**config.mk**
```make
export PLATFORM = sky130hd
export DESIGN_NAME = sss_octet_scrambler
export DESIGN_NICKNAME = d
export VERILOG_FILES = /design/src/rtl/sss_pkg.sv /design/src/rtl/sss_keytap.sv /design/src/rtl/sss_mix.sv /design/src/rtl/sss_history.sv /design/src/rtl/sss_octet_scrambler.sv
export SDC_FILE = /design/constraint.sdc
export NUM_CORES = 1
export LEC_CHECK = 0
export ABC_CLOCK_PERIOD_IN_PS = 1580
export BUFFER_PORTS_ARGS = -buffer_cell sky130_fd_sc_hd__buf_2
export CORE_ASPECT_RATIO = 0.9
export CORE_MARGIN = 2
export CORE_UTILIZATION = 35
export DETAILED_ROUTE_END_ITERATION = 16
export HOLD_SLACK_MARGIN = 0.02
export PLACE_DENSITY = 0.58
export SYNTH_ARGS = -nofsm -noshare
export SYNTH_HDL_FRONTEND = slang
export SYNTH_SLANG_ARGS = --single-unit
```
**constraint.sdc**
```tcl
create_clock -name clk -period 1.58 [get_ports clk]
set_clock_uncertainty 0.2 [all_clocks]
set_input_delay 0.316 -clock clk [delete_from_list [all_inputs] [get_ports clk]]
set_output_delay 0.316 -clock clk [all_outputs]
set_load 0.01 [all_outputs]
```
**src/rtl/sss_pkg.sv**
```systemverilog
// Shared constants and types for the octet-wide self-synchronizing scrambler.
package sss_pkg;
    localparam int unsigned SSS_LEN = 43;  // history stages (polynomial degree)
    localparam int unsigned SSS_W   = 8;   // bits handled per clock

    typedef enum logic {
        SSS_SCRAMBLE   = 1'b0,
        SSS_DESCRAMBLE = 1'b1
    } sss_mode_e;
endpackage

```
**src/rtl/sss_keytap.sv**
```systemverilog
// Picks the W oldest history stages as the key for one word.
// Assumes W <= LEN. Key bit m pairs with data bit m; the MSB (earliest bit)
// pairs with stage LEN.
module sss_keytap #(
    parameter int unsigned LEN = 43,
    parameter int unsigned W   = 8
) (
    input  logic [LEN:1]  hist_i,
    output logic [W-1:0]  key_o
);
    for (genvar m = 0; m < W; m++) begin : g_tap
        // bit W-1-i sees stage LEN-i
        assign key_o[m] = hist_i[LEN-W+1+m];
    end
endmodule

```
**src/rtl/sss_mix.sv**
```systemverilog
// Combines data with the key and chooses the stream that refills the history.
// Assumes the key comes from the history before this word's update.
module sss_mix #(
    parameter int unsigned W = 8
) (
    input  sss_pkg::sss_mode_e mode_i,
    input  logic [W-1:0]       data_i,
    input  logic [W-1:0]       key_i,
    output logic [W-1:0]       mixed_o,
    output logic [W-1:0]       feed_o
);
    // XOR data with key; the scrambler loops its own output, the descrambler its input
    always_comb begin
        mixed_o = data_i ^ key_i;
        feed_o  = (mode_i == sss_pkg::SSS_DESCRAMBLE) ? data_i : mixed_o;
    end
endmodule

```
**src/rtl/sss_history.sv**
```systemverilog
// LEN-stage history register advancing W positions per enabled clock.
// Stage j (1..W) takes feed bit j-1, so the newest bit lands in stage 1.
// Assumes LEN > W. Synchronous active-low reset clears all stages.
module sss_history #(
    parameter int unsigned LEN = 43,
    parameter int unsigned W   = 8
) (
    input  logic           clk,
    input  logic           rst_n,
    input  logic           shift_en_i,
    input  logic [W-1:0]   feed_i,
    output logic [LEN:1]   hist_o
);
    logic [LEN:1] hist_q;

    // age the history by one word on each accepted input
    always_ff @(posedge clk) begin
        if (!rst_n)          hist_q <= '0;
        else if (shift_en_i) hist_q <= {hist_q[LEN-W:1], feed_i};
    end

    assign hist_o = hist_q;

    // no accepted word, no change
    a_r6_hold_when_idle: assert property (@(posedge clk) disable iff (!rst_n)
        !shift_en_i |=> $stable(hist_q));
endmodule

```
**src/rtl/sss_octet_scrambler.sv**
```systemverilog
// Octet-wide self-synchronizing scrambler/descrambler, polynomial x^LEN + 1.
// One word per clock when din_vld is high; result registered, one cycle latency.
// Assumes din bit W-1 is the earliest bit on the line.
module sss_octet_scrambler
    import sss_pkg::*;
#(
    parameter int unsigned LEN = SSS_LEN,
    parameter int unsigned W   = SSS_W
) (
    input  logic          clk,
    input  logic          rst_n,
    input  logic          desc_mode,
    input  logic          din_vld,
    input  logic [W-1:0]  din,
    output logic          dout_vld,
    output logic [W-1:0]  dout
);
    logic [LEN:1] hist;
    logic [W-1:0] key;
    logic [W-1:0] mixed;
    logic [W-1:0] feed;
    sss_mode_e    mode;

    assign mode = desc_mode ? SSS_DESCRAMBLE : SSS_SCRAMBLE;

    sss_keytap #(.LEN(LEN), .W(W)) u_tap (
        .hist_i (hist),
        .key_o  (key)
    );

    sss_mix #(.W(W)) u_mix (
        .mode_i  (mode),
        .data_i  (din),
        .key_i   (key),
        .mixed_o (mixed),
        .feed_o  (feed)
    );

    sss_history #(.LEN(LEN), .W(W)) u_hist (
        .clk        (clk),
        .rst_n      (rst_n),
        .shift_en_i (din_vld),
        .feed_i     (feed),
        .hist_o     (hist)
    );

    // register the result and its strobe
    always_ff @(posedge clk) begin
        if (!rst_n) begin
            dout_vld <= 1'b0;
            dout     <= '0;
        end else begin
            dout_vld <= din_vld;
            if (din_vld) dout <= mixed;
        end
    end

    // strobe follows the input strobe by one cycle
    a_r2_valid_next: assert property (@(posedge clk) disable iff (!rst_n)
        din_vld |=> dout_vld);
    a_r2_idle_next: assert property (@(posedge clk) disable iff (!rst_n)
        !din_vld |=> !dout_vld);
    // output differs from input by exactly the oldest W stages
    a_r3_key_applied: assert property (@(posedge clk) disable iff (!rst_n)
        din_vld |=> ((dout ^ $past(din)) == $past(hist[LEN:LEN-W+1])));
    // scrambler refills with what it emitted
    a_r4_feed_scrambled: assert property (@(posedge clk) disable iff (!rst_n)
        (din_vld && !desc_mode) |=> (hist[W:1] == dout));
    // descrambler refills with what it received
    a_r5_feed_received: assert property (@(posedge clk) disable iff (!rst_n)
        (din_vld && desc_mode) |=> (hist[W:1] == $past(din)));
endmodule

```
# [After elaboration in Yosys (flattened, before gate mapping)]
# Index checks and enable logic that the tools add are counted.
[word_totals] register_bits=52 in_bits=12 out_inout_bits=9 wordCells=6
[op_classes] mux=2 n_bitwise=1
[ops] op="two-way mux 8 bit" count=1
[ops] op="bitwise XOR 8 bit" count=1
[ops] op="two-way mux 1 bit" count=1

# [Depth between registers and ports, before layout]
# Gate-level depths: netlist (run 1).
[depth] depth_word=2 mapped_depth=5 ltp_nobuf=2

# [Hierarchy]
# A second synthesis (run 1) with hierarchy kept.
[hier_totals] hier_cells=197 area_unflattened_um2=2253.4
[modules_own_cells] mod="sss_history" instances=1 cells_each=138 area_each_um2=1666.6 seq_area_each_um2=860.8
[modules_own_cells] mod="sss_octet_scrambler" instances=1 cells_each=27 area_each_um2=329.1 seq_area_each_um2=180.2
[modules_own_cells] mod="sss_mix" instances=1 cells_each=24 area_each_um2=197.7 seq_area_each_um2=0.0
[modules_own_cells] mod="sss_keytap" instances=1 cells_each=8 area_each_um2=60.1 seq_area_each_um2=0.0

# [Worst setup path after synthesis (run 1)]
# OpenSTA, ideal clock, no wires.
[synth_path] kind="input to register" from="input din_vld" to="register u_hist.hist_q (netlist bit u_hist.hist_o[1])" setup_ns=0.079 arrival_ns=0.969 required_time_ns=1.301 slack_ns=0.331 stages=5 path_buffers=3 cell_sequence="buf_6 -> buf_6 -> buf_6 -> nor2b_4 -> a211oi_2"
[synth_rtl] element="start, declared" line="sss_octet_scrambler.sv:13" text="input logic din_vld,"
[synth_rtl] element="end signal, assigned" line="sss_history.sv:19" text="else if (shift_en_i) hist_q <= {hist_q[LEN-W:1], feed_i};"
[synth_rtl] element="end, declared" line="sss_history.sv:14" text="logic [LEN:1] hist_q;"

# [Worst setup path after layout (run 1)]
[layout_path] from="register dout[5]" to="output dout[5]"
[layout_rtl] element="start, declared" line="sss_octet_scrambler.sv:16" text="output logic [W-1:0] dout"
[layout_rtl] element="start signal, assigned" line="sss_octet_scrambler.sv:54" text="if (din_vld) dout <= mixed;"
# No word-level cell between the ends.

==> metrics.yaml, run 1 <==
worst_setup_path:
  cp_slowest_cell: "dfxtp_1"
  cp.required_ns: 1.06
  path_cells: "buf_2"
  r2r_setup_slack_ns: 0.52
  r2r_end: "u_hist.hist_o[4]"
  worstSetupPathType: "flop to output pin"
  timing.rr.start: "u_hist.hist_o[39]"
  rr_worst_depth: 2
  critPathArrivalTime_ns: 0.78
  path_delay_family: "flip-flops"
  crit_buf_inv: 1
  crit_fanout: 2
  critPathLaunchType: "flop"
  worst_setup_path_end_kind: "output pin"
  max_stage_delay_ns: 0.35
min_path:
  min_to: "dout[7]"
  hold_path.class: "primary input to flop"
  min_path_cells: 3
  hold_start: "din[7]"
cells_and_area:
  fin_nets: 229
  area_growth_pct: 12.60
  antenna_cells: 0
  drive_gt1_frac: 0.1789
  fin_util: 0.4064
  stdcell_area_sq_um: 2471
clock_network:
  worstSkewPairLatency_ns: 0.30
  cts_num_sinks: 52
  cts-resized-gates: 0
  clockRootBuffer: "clkbuf_8"
  ctsHoldBuffers: 0
  postCtsSetupRepairBufs: 0
  cts_max_path_buffers: 2
  clk_pin_slew_ns: 0.09
  tritoncts: "built"
  ctsHtreeMaxLevel: 2
  cts_buffers: 5
logic_synthesis:
  synth_area_leaders: "dfxtp_1, mux2i_1, nor2b_1, and4b_1, xnor2_1"
  ys_ff_latch: 52
  seq_area_frac_synth: 0.4743
  synth_area_sq_um: 2195
  synth_top_area_share: 0.4743
  yosysWarnings: 0
  synth_nets: 214
  synth_top_cell_by_area: "dfxtp_1"
  synth_cells: 202
  syn_avg_cell_area_sq_um: 10.86
  yosys.cell_types.count: 17
pwr:
  switching_share: 0.2141
  power_density_nw_per_um2: 1045
  p_seq_frac: 0.533
  p_clk_frac: 0.379
  total_power_mw: 2.581
  netSwitchingPower_mw: 0.5528
  p_leak_nw: 0.9923
  comb_power_share: 0.088
  ir_worst_vdd_uv: 491.2
  p_int_mw: 2.029
route:
  drt_wl_total_um: 3509
  ant_nets: 0
  drt_iter0_drc: 41
  drc_errors: 0
  wl_per_cell_um: 12.10
  firstDrtPassIters: 4
  vias_per_cell: 4.748
  vias: 1377
sta:
  rsz0062_at_grt: "no"
  max_freq_mhz: 771.4
  worst_pin_slew_ns: 0.2424
  finalCritPeriodShare: 0.8205
  finalHoldViolCount: 0
  fin_setup_tns_ns: 0
  hold_ws_ns: 0.1333
  min_period_ns: 1.296
  max_slew_margin: 0.8384
  slew_violations: 0
  finalSetupViolCount: 0
floorplan:
  die_area_sq_um: 6921
  start_util: 0.3609
  io_pins: 21
  rows: 27
  chipWidth_um: 87.47
  dieHeight_um: 79.12
  fp.coreArea_sq_um: 6081
run:
  drv_cap: 0
grt:
  use_met3: 0.03534
  grt_pass1_wl_um: 6237
  met2_usage: 0.1720
  grt.overflow.total: 0
  antenna_found_initial: 0
  grt.total_usage: 0.1132
  grt_busiest_layer: "met2"
  grt_max_degree: 53
  grt_util_met1: 0.1499
  grt_pass1_vias: 1355
run_status:
  status: "finished clean"
placement:
  place_area_sq_um: 2345
  place_hpwl_um: 2189
  port_buffers: 20
  place.gp.congestion: 0.6832
-- cells in the final DEF, fill, tap and decap left out --
master,instances
dfxtp_1,52
clkbuf_8,7
nor2b_4,3
and2_1,1
nand2b_1,8
bufinv_16,1
o21ai_1,4
nor2b_1,40
a21oi_1,8
a211oi_2,5
buf_2,20
xnor2_1,8
mux2i_1,35
buf_12,3
a211oi_1,3
and4b_1,8
o21ai_0,12
-- layer usage --
layer,part of all wire,vias to the layer above
li1,-,724
met1,0.54,633
met2,0.41,15
met3,0.032,5
met4,0.015,0
met5,0,-
-- registers in the layout, indices dropped and copies added (netlist names) --
register       count
u_hist.hist_o     43
dout               8
dout_vld           1
-- how the worst max path moves through the flow --
stage	from	endpoint	slack, ns	cells after the start
2_1_floorplan	din_vld	u_hist.hist_o[1]	0.33	5
3_3_place_gp	din_vld	u_hist.hist_o[2]	0.24	4
3_5_place_dp	din_vld	u_hist.hist_o[3]	0.22	4
4_1_cts	dout[5]	dout[5]	0.26	1
5_1_grt	dout[7]	dout[7]	0.23	1
6_report	dout[5]	dout[5]	0.28	1
-- cell usage after synthesis --
cell type  number
dfxtp_1        52
nor2b_1        40
mux2i_1        35
o21ai_0        12
a21oi_1         8
and4b_1         8
nand2b_1        8
xnor2_1         8
clkbuf_1        6
a211oi_2        5
buf_6           4
o21ai_1         4
a211oi_1        3
buf_4           3
nor2b_4         3
buf_2           2
and2_1          1
-- power groups by stage --
stage	Combinational, mW	Sequential [mW]	Clock (mW)
after CTS	0.230	1.38	1.01
after global placement	0.227	1.41	0
final	0.227	1.38	0.978
after detailed placement	0.229	1.41	0
after global routing	0.252	1.38	1.07
after floorplan	0.161	1.41	0
-- metrics by stage --
stage,setup WS (ns),instances
floorplan,0.3312,202
global placement,0.2411,282
detailed placement,0.2214,282
CTS,0.2587,290
global route,0.2338,290
finish,0.2836,290
-- final cells by class --
type,count,area (sq um)
clock buffers,7,96.34
clock inverters,1,30.03
well taps,72,90.09
flip-flops and latches,52,1041
fillers,615,3610
repair buffers,23,160.2
multi-input cells,135,1054
-- kinds of logic after synthesis --
kind of cell,after synthesis,share of synthesized area
and+or+nand+nor,60,0.1950
DFF,52,0.4743
muxes,35,0.1596
AOI/OAI and AO/OA,32,0.09350
buffers and inverters,15,0.04561
xor gates and xnor gates,8,0.03193
Note: power is estimated with default switching activity, not from simulation.
==> run 2, diff against run 1 <==
- ABC_AREA: unset -> 1
- ABC_CLOCK_PERIOD_IN_PS: 1580 -> 1090
- PLACE_DENSITY: 0.58 -> 0.6
- clock period: 1.58 -> 1.09 ns (I/O delays scaled with it)
==> run 2 against run 1 <==
The flow now finishes with violations (setup timing). Combinational power up 120%. Routed wire length up 14%. Global-route usage grew 1.9 points. Clock power up 15%. Synthesized cell count rose by 40%. Largest cell class is now sequential cells.
==> metrics.yaml, run 2 <==
route:
  vias_per_cell: 4.628  # was 4.748
  firstDrtPassIters: 4  # unchanged
  drc_errors: 0  # unchanged
  ant_nets: 0  # unchanged
  wl_per_cell_um: 10.63  # was 12.10 um
  drt_iter0_drc: 70  # was 41
  vias: 1740  # was 1377
  drt_wl_total_um: 3998  # was 3509 um
worst_setup_path:
  crit_buf_inv: 1  # unchanged
  critPathArrivalTime_ns: 0.75  # was 0.78 ns
  path_delay_family: "flip-flops"  # unchanged
  worstSetupPathType: "flop to output pin"  # unchanged
  cp_slowest_cell: "dfxtp_2"  # was dfxtp_1
  critPathLaunchType: "flop"  # unchanged
  path_cells: "buf_6"  # was buf_2
  crit_fanout: 2  # unchanged
  cp.required_ns: 0.67  # was 1.06 ns
  worst_setup_path_end_kind: "output pin"  # unchanged
  max_stage_delay_ns: 0.34  # was 0.35 ns
sta:
  rsz0062_at_grt: "yes"  # was no
  slew_violations: 0  # unchanged
  finalSetupViolCount: 9  # was 0
  max_freq_mhz: 853.8
  min_period_ns: 1.171
  fin_setup_tns_ns: -0.6772  # was 0 ns
  worst_pin_slew_ns: 0.2289  # was 0.2424 ns
  worst_slack_ns: -0.08118  # was 0.2836 ns
  hold_ws_ns: 0.02780  # was 0.1333 ns
  finalCritPeriodShare: 1.074
  finalHoldViolCount: 0  # unchanged
  max_slew_margin: 0.8472  # was 0.8384
floorplan:
  start_util: 0.3608  # was 0.3609
  io_pins: 21  # unchanged
  chipWidth_um: 84.29  # was 87.47 um
  dieHeight_um: 76.26  # was 79.12 um
  rows: 26  # was 27
  die_area_sq_um: 6428  # was 6921 sq um
  fp.coreArea_sq_um: 5628  # was 6081 sq um
cells_and_area:
  largest_reg_flops: 43  # unchanged
  final_cell_mix: "nor2_1, o21ai_0, dfxtp_1"  # was dfxtp_1, nor2b_1, mux2i_1
  n_fill_cell: 560  # was 615
  fin_nets: 317  # was 229
  final_common_cell: "nor2_1"  # was dfxtp_1
  drive_gt1_frac: 0.1634  # was 0.1789
  antenna_cells: 0  # unchanged
  fin_util: 0.4371  # was 0.4064
  area_growth_pct: 21.13  # was 12.60%
pwr:
  power_density_nw_per_um2: 1508  # was 1045 nW/um^2
  ir_worst_vdd_uv: 612.2  # was 491.2 uV
  total_power_mw: 3.709  # was 2.581 mW
  switching_share: 0.2541  # was 0.2141
  p_leak_nw: 1.167  # was 0.9923 nW
  p_seq_frac: 0.566  # was 0.533
  p_clk_frac: 0.301  # was 0.379
  comb_power_share: 0.133  # was 0.088
  netSwitchingPower_mw: 0.9427  # was 0.5528 mW
  p_int_mw: 2.766  # was 2.029 mW
logic_synthesis:
  synth_top_cell_by_area: "dfxtp_1"  # unchanged
  syn_avg_cell_area_sq_um: 7.201  # was 10.86 sq um
  synth_area_leaders: "dfxtp_1, nor2_1, o21ai_0, nand2_1, a21oi_1"  # was dfxtp_1, mux2i_1, nor2b_1, and4b_1, xnor2_1
  synth_top_area_share: 0.5126  # was 0.4743
  yosys-top-cells-count: "nor2_1, dfxtp_1, o21ai_0"  # was dfxtp_1, nor2b_1, mux2i_1
  async_reset_ff_frac: 0  # unchanged
  seq_area_frac_synth: 0.5126  # was 0.4743
  synth_area_sq_um: 2031  # was 2195 sq um
  synth_edf_count: 0  # unchanged
  synth_cells: 282  # was 202
  ys_ff_latch: 52  # unchanged
  yosysMostFrequentCell: "nor2_1"  # was dfxtp_1
  yosysWarnings: 0  # unchanged
  synthFlopType: "dfxtp_1"  # unchanged
  synth_nets: 294  # was 214
  yosys.cell_types.count: 11  # was 17
clock_network:
  clockRootBuffer: "clkbuf_8"  # unchanged
  worstSkewPairLatency_ns: 0.30  # about the same
  cts_buffers: 5  # unchanged
  postCtsSetupRepairBufs: 0  # unchanged
  clk_pin_slew_ns: 0.09  # about the same
  tritoncts: "built"  # unchanged
  cts_max_path_buffers: 2  # unchanged
  cts_num_sinks: 52  # unchanged
  ctsHtreeMaxLevel: 2  # unchanged
run_status:
  status: "finished, violations left"  # was finished clean
  violations: "setup timing"
placement:
  port_buffers: 20  # unchanged
  place.gp.congestion: 0.7204  # was 0.6832
  dp_slack_ns: -0.08771  # was 0.2214 ns
  place_hpwl_um: 2678  # was 2189 um
grt:
  grt_max_degree: 37  # was 53
  grt.total_usage: 0.1321  # was 0.1132
  grt.overflow.total: 0  # unchanged
  grt_pass1_vias: 1574  # was 1355
  grt_pass1_wl_um: 6955  # was 6237 um
  antenna_found_initial: 0  # unchanged
run:
  drv_cap: 0  # unchanged
min_path:
  hold_path.class: "primary input to flop"  # unchanged
-- run 2: timing repair --
| item | in CTS | in global routing |
|---|---|---|
| endpoints found under the setup margin | 9 | 10 |
| pin swaps | 0 | 1 |
| gates resized for setup | 16 | 3 |
| hold buffers | 2 | 0 |
| hold endpoints to repair | 2 | 0 |
-- run 2: layout make-up --
class	count	area, sq um	area share
inverter	28	107.6	0.04374
tap	70	87.58	0.03561
clock buffer	6	82.58	0.03357
clock inverter	2	10.01	0.004069
timing repair buffer	32	324.1	0.1317
multi-input combinational	186	795.8	0.3235
sequential	52	1052	0.4278
-- run 2: kinds of logic after synthesis --
group,count (synthesis),share of synthesized area
and+or+nand+nor,119,0.2249
DFF,52,0.5126
AOI/OAI and AO/OA,67,0.1651
buffers and inverters,44,0.09735
-- run 2: power by group through the flow --
stage               clock, mW  combinational, mW  sequential (mW)
floorplan                   0              0.295             2.13
global placement            0              0.462             2.13
finish                   1.12              0.495             2.10
detailed placement          0              0.466             2.13
global route             1.23              0.570             2.11
CTS                      1.16              0.498             2.10
-- run 2: final timing paths --
| check | start | to | slack, ns | depth (start not counted) |
|---|---|---|---|---|
| hold / removal | din[2] | u_hist.hist_o[3] | 0.03 | 3 |
| hold reg to reg | u_hist.hist_o[42] | u_hist.hist_o[42] | 0.28 | 2 |
| setup / recovery | dout[5] | dout[5] | -0.08 | 1 |
| setup reg to reg | u_hist.hist_o[38] | dout[2] | 0.13 | 6 |
-- run 2: stage by stage --
step / instance area [sq um] / cells
floorplan: 2031 / 282
global placement: 2286 / 367
detailed placement: 2286 / 367
CTS: 2459 / 377
global route: 2460 / 376
finish: 2460 / 376
-- run 2: metal layers --
metal,share of wire,global-route usage
met1,0.51,0.1684
met2,0.44,0.2135
met3,0.038,0.04009
met4,0.015,0.04355
met5,0,0
==> run 3, diff against run 2 <==
==> constraint.sdc (replaced) <==
create_clock -name clk -period 1.09 [get_ports clk]
set_clock_uncertainty 0.2 [all_clocks]
set_input_delay 0 -clock clk [delete_from_list [all_inputs] [get_ports clk]]
set_output_delay 0 -clock clk [all_outputs]
set_load 0.01 [all_outputs]
==> run 3 against run 2 <==
The run ends with hold timing left. Routed wire length is 3.1% higher. Non-clock buffer count is 6 higher. Sequential cell count stayed put. Via count is 0.63% lower. Power is 0.43% higher. Global-route usage is 0.32 points higher. Utilization is 0.58 points higher. Critical path depth is 7 higher. Critical endpoint is now dout[3]. Largest cell class unchanged.
==> metrics.yaml, run 3 (synthesis gave the netlist of run 2 again) <==
clock_network:
  ctsHtreeMaxLevel: 2  # unchanged
  worstSkewPairLatency_ns: 0.30  # about the same
  ctsHoldBuffers: 9  # was 2
  tritoncts: "built"  # unchanged
  clk_pin_slew_ns: 0.09  # about the same
  cts_max_path_buffers: 2  # unchanged
  cts_num_sinks: 52  # unchanged
  clockRootBuffer: "clkbuf_8"  # unchanged
  cts_buffers: 5  # unchanged
run:
  drv_cap: 0  # unchanged
grt:
  antenna_found_initial: 0  # unchanged
  grt_pass1_wl_um: 7051  # was 6955 um
  grt.total_usage: 0.1353  # was 0.1321
  grt_max_degree: 41  # was 37
  grt.overflow.total: 0  # unchanged
  grt_pass1_vias: 1585  # was 1574
sta:
  finalSetupViolCount: 0  # was 9
  fin_setup_tns_ns: 0  # was -0.6772 ns
  max_freq_mhz: 1012  # was 853.8 MHz
  finalHoldViolCount: 15  # was 0
  finalCritPeriodShare: 0.9062  # was 1.074
  rsz0062_at_grt: "no"  # was yes
  slew_violations: 0  # unchanged
  hold_ws_ns: -0.05313  # was 0.02780 ns
  min_period_ns: 0.9878  # was 1.171 ns
  max_slew_margin: 0.7909  # was 0.8472
  worst_pin_slew_ns: 0.3133  # was 0.2289 ns
worst_setup_path:
  critPathArrivalTime_ns: 0.99  # was 0.75 ns
  max_stage_delay_ns: 0.54  # was 0.34 ns
  cp.required_ns: 1.09  # was 0.67 ns
  timing.rr.start: "u_hist.hist_o[41]"  # was u_hist.hist_o[38]
  crit_fanout: 3  # was 2
  rr_worst_depth: 6  # unchanged
  worst_setup_path_end_kind: "flop"  # was output pin
  cp_slowest_cell: "dlygate4sd3_1"  # was dfxtp_2
  startpoint: "din[3]"  # was dout[5]
  worstSetupPathType: "primary input to flop"  # was flop to output pin
  path_cells: "dlygate4sd3_1, buf_2, inv_1, nand2_1, nand2_1, nand2_1, nand2_1, inv_1"  # was buf_6
  critPathLaunchType: "primary input"  # was flop
  r2r_end: "dout[5]"  # was dout[2]
  crit_top_cell: "nand2_1"
  r2r_setup_slack_ns: 0.14  # was 0.13 ns
  crit_path_end: "dout[3]"  # was dout[5]
run_status:
  status: "finished, violations left"  # unchanged
  violations: "hold timing"  # was setup timing
cells_and_area:
  drive_gt1_frac: 0.1447  # was 0.1634
  antenna_cells: 0  # unchanged
  stdcell_area_sq_um: 2492  # was 2460 sq um
  seqCellArea_sq_um: 1041  # was 1052 sq um
  largest_reg_flops: 43  # unchanged
  final_cell_mix: "nor2_1, dfxtp_1, o21ai_0"  # was nor2_1, o21ai_0, dfxtp_1
  area_growth_pct: 22.74  # was 21.13%
  fin_util: 0.4429  # was 0.4371
  n_fill_cell: 563  # was 560
  multi_input_area_sq_um: 809.5  # was 795.8 sq um
  final_cell_count_no_fill: 381  # was 376
  fin_nets: 323  # was 317
  final_common_cell: "nor2_1"  # unchanged
floorplan:
  start_util: 0.3608  # unchanged
  die_area_sq_um: 6428  # unchanged
  dieHeight_um: 76.26  # unchanged
  chipWidth_um: 84.29  # unchanged
  io_pins: 21  # unchanged
  rows: 26  # unchanged
  fp.coreArea_sq_um: 5628  # unchanged
route:
  vias: 1729  # was 1740
  drt_iter0_drc: 107  # was 70
  vias_per_cell: 4.538  # was 4.628
  firstDrtPassIters: 4  # unchanged
  wl_per_cell_um: 10.82  # was 10.63 um
  drt_wl_total_um: 4121  # was 3998 um
  ant_nets: 0  # unchanged
  drc_errors: 0  # unchanged
placement:
  place_area_sq_um: 2231  # was 2286 sq um
  place_inst: 363  # was 367
  place.gp.congestion: 0.6907  # was 0.7204
  place_hpwl_um: 2565  # was 2678 um
  port_buffers: 20  # unchanged
pwr:
  ir_worst_vdd_uv: 583.2  # was 612.2 uV
  power_density_nw_per_um2: 1495  # was 1508 nW/um^2
  p_leak_nw: 1.186  # was 1.167 nW
min_path:
  hold_path.class: "primary input to flop"  # unchanged
## run 3: cell count changes in the layout (fill, tap and decap cells not counted), moves of 8 or more
cell,change
buf_6,-8
dfxtp_1,+9
buf_2,+8
dfxtp_2,-9
## run 3: metal layers
metal  GRT usage  vias to the layer above  wire length [um]
li1            -                      948                 -
met5           0                        -                 0
met4     0.04839                        0                66
met2      0.2183                       19              1852
met1      0.1723                      756              2068
met3     0.03900                        6               134
## run 3: worst max-delay path: cells and delay by family
family	cells	cell delay [ns]
AND/OR/NAND/NOR	4	0.23
buffers and inverters	4	0.76
## run 3: what timing repair did
action,in CTS,in global routing
hold endpoints to repair,52,15
setup endpoints to repair,0,15
setup buffers,0,1
gates resized for setup,0,12
## run 3: where the power goes
group / internal [mW] / total [mW] / leakage, nW / switching (mW)
logic: 0.220 / 0.501 / 0.704 / 0.281
registers: 2.03 / 2.08 / 0.431 / 0.0568
clock network: 0.566 / 1.14 / 0.0503 / 0.574
total: 2.81 / 3.73 / 1.19 / 0.912
## run 3: cell type report
class	count	share of cell area
clock buffers	7	0.03865
inverters	28	0.04468
multi-input cells	186	0.3248
flip-flops and latches	52	0.4177
well taps	70	0.03514
repair buffers	38	0.1391
## run 3: worst min path at each step
stage / cells past startpoint / slack, ns / endpoint / start
global placement: 3 / 0.11 / u_hist.hist_o[7] / din[6]
floorplan: 2 / -0.06 / u_hist.hist_o[1] / rst_n
global route: 4 / -0.03 / u_hist.hist_o[2] / desc_mode
finish: 4 / -0.05 / u_hist.hist_o[4] / desc_mode
CTS: 4 / -0.06 / dout_vld / din_vld
detailed placement: 3 / 0.12 / u_hist.hist_o[2] / din[1]
## run 3: stage by stage
stage / power [mW] / setup slack (ns)
2_1_floorplan: 2.424 / 0.2226
3_3_place_gp: 2.568 / 0.1608
3_5_place_dp: 2.572 / 0.1518
4_1_cts: 3.753 / 0.02307
5_1_grt: 3.937 / 0.02144
6_report: 3.725 / 0.1022
